[config.mk]
export PLATFORM = sky130hd
export DESIGN_NAME = ps2_host_regs
export DESIGN_NICKNAME = d
export VERILOG_FILES = /design/src/rtl/ps2_reg_pkg.sv /design/src/rtl/ps2_rx_hold.sv /design/src/rtl/ps2_irq_gen.sv /design/src/rtl/ps2_tx_strobe.sv /design/src/rtl/ps2_host_regs.sv
export SDC_FILE = /design/constraint.sdc
export NUM_CORES = 1
export LEC_CHECK = 0
export ABC_AREA = 1
export ABC_CLOCK_PERIOD_IN_PS = 2700
export BUFFER_PORTS_ARGS = -buffer_cell sky130_fd_sc_hd__buf_2
export CAP_MARGIN = 20
export CORE_MARGIN = 2
export CORE_UTILIZATION = 30
export DETAILED_ROUTE_END_ITERATION = 10
export SKIP_LAST_GASP = 1
export SYNTH_ARGS = -nofsm -noshare
export SYNTH_HDL_FRONTEND = slang
export SYNTH_SLANG_ARGS = --single-unit
[constraint.sdc]
create_clock -name clk_i -period 2.7 [get_ports clk_i]
set_input_delay 0 -clock clk_i [delete_from_list [all_inputs] [get_ports clk_i]]
set_output_delay 0 -clock clk_i [all_outputs]
set_load 0.01 [all_outputs]
[src/rtl/ps2_reg_pkg.sv]
package ps2_reg_pkg;
  typedef enum logic [2:0] {
    REG_CTRL  = 3'd0,
    REG_STAT  = 3'd1,
    REG_DATA  = 3'd2,
    REG_CDIV  = 3'd3,
    REG_ISTAT = 3'd4
  } reg_idx_e;

  localparam int STAT_TXE_BIT  = 6;
  localparam int STAT_RXF_BIT  = 4;
  localparam int STAT_PAR_BIT  = 2;
  localparam int CTRL_RXIE_BIT = 4;
  localparam int CTRL_TXIE_BIT = 3;
  localparam int ID_BYTES      = 8;

  function automatic logic [7:0] id_byte(input logic [2:0] idx);
    case (idx)
      3'd0: id_byte = 8'h50;
      3'd1: id_byte = 8'h10;
      3'd2: id_byte = 8'h04;
      3'd3: id_byte = 8'h00;
      3'd4: id_byte = 8'h0D;
      3'd5: id_byte = 8'hF0;
      3'd6: id_byte = 8'h05;
      default: id_byte = 8'hB1;
    endcase
  endfunction
endpackage

[src/rtl/ps2_rx_hold.sv]
module ps2_rx_hold #(
  parameter int BYTE_W = 8
) (
  input  logic              clk_i,
  input  logic              rst_ni,
  input  logic              rx_valid_i,
  input  logic [BYTE_W-1:0] rx_data_i,
  output logic              rx_ready_o,
  input  logic              consume_i,
  output logic              pending_o,
  output logic [BYTE_W-1:0] rd_byte_o,
  output logic              last_par_o
);
  logic [BYTE_W-1:0] buf_q, last_q;
  logic              pend_q;

  assign rx_ready_o = ~pend_q;
  assign pending_o  = pend_q;
  assign rd_byte_o  = pend_q ? buf_q : last_q;
  assign last_par_o = ^last_q;

  always_ff @(posedge clk_i or negedge rst_ni) begin
    if (!rst_ni) begin
      buf_q  <= '0;
      last_q <= '0;
      pend_q <= 1'b0;
    end else if (pend_q) begin
      if (consume_i) begin
        last_q <= buf_q;
        pend_q <= 1'b0;
      end
    end else if (rx_valid_i) begin
      buf_q  <= rx_data_i;
      pend_q <= 1'b1;
    end
  end
endmodule

[src/rtl/ps2_irq_gen.sv]
module ps2_irq_gen (
  input  logic pending_i,
  input  logic rx_ie_i,
  input  logic tx_ie_i,
  output logic irq_o
);
  // transmitter is always empty, so its enable alone raises the line
  assign irq_o = (pending_i & rx_ie_i) | tx_ie_i;
endmodule

[src/rtl/ps2_tx_strobe.sv]
module ps2_tx_strobe #(
  parameter int BYTE_W = 8
) (
  input  logic              clk_i,
  input  logic              rst_ni,
  input  logic              send_i,
  input  logic [BYTE_W-1:0] byte_i,
  output logic              stb_o,
  output logic [BYTE_W-1:0] data_o
);
  always_ff @(posedge clk_i or negedge rst_ni) begin
    if (!rst_ni) begin
      stb_o  <= 1'b0;
      data_o <= '0;
    end else begin
      stb_o <= send_i;
      if (send_i) data_o <= byte_i;
    end
  end
endmodule

[src/rtl/ps2_host_regs.sv]
module ps2_host_regs
  import ps2_reg_pkg::*;
#(
  parameter int AW     = 12,
  parameter int DW     = 32,
  parameter int BYTE_W = 8
) (
  input  logic              clk_i,
  input  logic              rst_ni,
  input  logic              sel_i,
  input  logic              we_i,
  input  logic [AW-1:0]     addr_i,
  input  logic [DW-1:0]     wdata_i,
  output logic [DW-1:0]     rdata_o,
  output logic              irq_o,
  input  logic              rx_valid_i,
  input  logic [BYTE_W-1:0] rx_data_i,
  output logic              rx_ready_o,
  output logic              tx_stb_o,
  output logic [BYTE_W-1:0] tx_data_o
);
  localparam int WAW = AW - 2;
  localparam logic [AW-1:0] ID_BASE = AW'((1 << AW) - 4 * ID_BYTES);

  logic [WAW-1:0] word;
  logic           is_id, rd, wr;
  logic           hit_ctrl, hit_stat, hit_data, hit_cdiv, hit_istat;
  logic [DW-1:0]  ctrl_q, cdiv_q;
  logic           pending, last_par;
  logic [BYTE_W-1:0] rd_byte;

  assign word      = addr_i[AW-1:2];
  assign is_id     = addr_i >= ID_BASE;
  assign rd        = sel_i & ~we_i;
  assign wr        = sel_i & we_i;
  assign hit_ctrl  = word == WAW'(REG_CTRL);
  assign hit_stat  = word == WAW'(REG_STAT);
  assign hit_data  = word == WAW'(REG_DATA);
  assign hit_cdiv  = word == WAW'(REG_CDIV);
  assign hit_istat = word == WAW'(REG_ISTAT);

  always_ff @(posedge clk_i or negedge rst_ni) begin
    if (!rst_ni) begin
      ctrl_q <= '0;
      cdiv_q <= '0;
    end else if (wr) begin
      if (hit_ctrl) ctrl_q <= wdata_i;
      if (hit_cdiv) cdiv_q <= wdata_i;
    end
  end

  ps2_rx_hold #(.BYTE_W(BYTE_W)) u_rx (
    .clk_i      (clk_i),
    .rst_ni     (rst_ni),
    .rx_valid_i (rx_valid_i),
    .rx_data_i  (rx_data_i),
    .rx_ready_o (rx_ready_o),
    .consume_i  (rd & hit_data),
    .pending_o  (pending),
    .rd_byte_o  (rd_byte),
    .last_par_o (last_par)
  );

  ps2_irq_gen u_irq (
    .pending_i (pending),
    .rx_ie_i   (ctrl_q[CTRL_RXIE_BIT]),
    .tx_ie_i   (ctrl_q[CTRL_TXIE_BIT]),
    .irq_o     (irq_o)
  );

  ps2_tx_strobe #(.BYTE_W(BYTE_W)) u_tx (
    .clk_i  (clk_i),
    .rst_ni (rst_ni),
    .send_i (wr & hit_data),
    .byte_i (wdata_i[BYTE_W-1:0]),
    .stb_o  (tx_stb_o),
    .data_o (tx_data_o)
  );

  always_comb begin
    rdata_o = '0;
    if (rd) begin
      if (is_id) begin
        rdata_o[7:0] = id_byte(addr_i[4:2]);
      end else if (hit_ctrl) begin
        rdata_o = ctrl_q;
      end else if (hit_stat) begin
        rdata_o[STAT_TXE_BIT] = 1'b1;
        rdata_o[STAT_RXF_BIT] = pending;
        rdata_o[STAT_PAR_BIT] = last_par;
      end else if (hit_data) begin
        rdata_o[BYTE_W-1:0] = rd_byte;
      end else if (hit_cdiv) begin
        rdata_o = cdiv_q;
      end else if (hit_istat) begin
        rdata_o[1:0] = {1'b1, pending};
      end
    end
  end
endmodule

==> run summary <==
Final worst slack: 0.6378 ns
Die area: 16240 um^2
Detailed-route wire length per cell: 12.82 um
Flop pwr share: 0.483
Vias in the first global route: 3990
Commonest non-fill, non-tap cell in the layout: nand2_1
Global-route wire length before repair: 19580 um
Fmax: 0.4849 GHz
Drt drc: 0
Post-CTS sizing: 0
Clk sinks: 90
Core area: 15030 um^2
Crit-path cells: inv_1 > a21oi_1 > o21ai_0 > nand3_1 > nand2_1 > a21oi_1 > buf_2
Max H-tree Level: 3
Syn Nets: 648
Mapped Cells: 591
WP data required: 2.70 ns
RePlAce Congestion: 0.8643
Leakage Power: 0.002995 uW
Starting Density: 0.3040
ANT cells: 0
Slew @ Worst Pin: 0.6015 ns
Hold Path Class: input port to asynchronous set/reset pin
Drt total wl: 11740 um
Critical path type: register to output port
Cell taking the most area after synthesis: dfrtp_1
Layout filler cell count: 1511
Die width: 127.4 um
Crit start category: register
Max-Cap Viols: 0
Overall Power: 2859 uW
Cts bufs inserted: 9
RSZ-0062 raised after global routing: false
Max FO, Critical Path: 17
Clock power frac: 0.438
Total GRT Usage: 0.1509
Area of the multi-input gates: 1883 um^2
PortBufs: 97
Clock root cell: clkbuf_16
Cell Pwr Density: 480.4 nW/um^2
Synth Register Bits: 90
Max Root-Sink Buffers: 2
NetSw: 667.1 uW
Max stage delay on crit path: 0.72 ns
Final Hold Vio Count: 0
Sequential area share after synthesis: 0.4927
Final setup fails: 0
IO Pins: 100
Drt first pass iters: 5
# hold bufs at CTS: 44
Area Growth Syn to Fin: 30.19%
Largest net degree at the start of global routing: 84
Cell mode on critical path: a21oi_1
CTS tree: built
Period minus WS final: 2.062 ns
Post-CTS Setup Bufs: 0
Row cnt: 45
Reg area: 2252 um^2
Clock insertion delay at the later pin of the skew report: 0.34 ns
Grt ovf: 0
Cell Int Power: 2192 uW
Syn. warnings: 0
Avg Cell Area, Syn: 7.734 um^2
Period utilisation layout: 0.7638
Crit end category: output port
Antenna-violating nets left: 0
Via count: 4109
Peak supply drop: 0.0002831 V
Placement Setup Slack: 0.9128 ns
Share of layout cells above drive strength 1: 0.2321
Rel. slew slack: 0.5990
Status: completed
Initial antenna violation count: 0
Setup Skew: 0.003874 ns
Sw frac: 0.2333
Commonest cells after routing, fill and taps aside: nand2_1 (190), buf_2 (96), dfrtp_1 (90), o21ai_1 (72), inv_1 (66)
Setup TNS: 0 ns
1st-iter DRT viols: 222
Detailed Place HPWL: 7885 um
Critical path arrival: 2.06 ns
Pins Over Slew Limit: 0
Yosys cell types: 27
Synth area leaders: dfrtp_1 (49%), nand2_1 (16%), o21ai_1 (7.9%), inv_1 (5.4%), a21oi_1 (3.4%)
Comb pwr share: 0.079
Clk pin slew, worst setup/hold paths: 0.07 ns
Vias per Instance: 4.486
Worst path slowest cell: dfrtp_1
Nets: 781
Mapped Area: 4571 um^2
Share of the synthesized area in the top cell type: 0.4927
Die Ht: 127.4 um
[registers in the layout, indices dropped and copies added (netlist names)]
signal          flops
u_tx.data_o         8
ctrl_q             32
u_rx.pending_o      1
u_tx.stb_o          1
u_rx.buf_q          8
cdiv_q             32
u_rx.last_q         8
[worst max-delay path: cells and delay by family, from the launching register on]
family | cells | cell delay [ns]
AO/OA/AOI/OAI | 3 | 0.40
buffers and inverters | 2 | 0.46
flip-flops | 1 | 0.72
AND/OR/NAND/NOR | 2 | 0.15
[through the flow]
step	instances	utilization	hold WS, ns	instance area (um^2)
global placement	856	0.3453	0.2109	5191
finish	916	0.3958	0.1086	5951
global route	916	0.3958	0.1399	5951
CTS	915	0.3940	0.1747	5923
floorplan	591	-	-0.2956	4571
detailed placement	856	0.3453	0.2236	5191
[power by group through the flow]
stage	registers, uW	logic, uW	clock network [uW]
2_1_floorplan	1400	77.5	0
3_3_place_gp	1410	173	0
3_5_place_dp	1410	175	0
4_1_cts	1380	225	1300
5_1_grt	1380	257	1360
6_report	1380	226	1250
[cells in the mapped netlist, drive strengths merged]
master  count
nand2     206
o21ai      96
dfrtp      90
inv        72
a21oi      41
nor2       37
buf        23
nand3      13
a31oi       3
clkbuf      3
nor3        2
o211ai      2
and3        1
clkinv      1
o21bai      1
[per-layer routing]
layer / up-vias / GRT usage / part of all wire
met5: - / 0 / 0
li1: 2129 / - / -
met3: 21 / 0.02931 / 0.035
met1: 1875 / 0.2108 / 0.50
met4: 0 / 0.05624 / 0.027
met2: 84 / 0.2325 / 0.44
[kinds of logic (layout without fill, tap and decap cells)]
logic type,Yosys count,after routing,share of synthesized area
flops,90,90,0.4927
simple gates,259,259,0.2357
compound gates,143,143,0.1763
buf+inv,99,236,0.09526
[path summary, 6_finish.rpt]
path,startpoint,end,slack (ns),cells past startpoint
max,u_rx.pending_o,rdata_o[1],0.64,7
min,rst_ni,ctrl_q[14],0.11,2
max reg2reg,u_rx.pending_o,u_rx.buf_q[5],0.92,4
min reg2reg,ctrl_q[19],ctrl_q[19],0.49,2
max in group asynchronous,rst_ni,ctrl_q[8],1.97,3
min in group clk_i,addr_i[4],u_tx.stb_o,0.20,4
[final cells by class]
| class | count | share of cell area |
|---|---|---|
| inverter | 73 | 0.04626 |
| timing repair buffer | 148 | 0.1703 |
| tap | 188 | 0.03953 |
| clock inverter | 5 | 0.01051 |
| multi-input combinational | 402 | 0.3164 |
| sequential | 90 | 0.3785 |
| clock buffer | 10 | 0.03848 |
(Power assumes the default switching activity.)
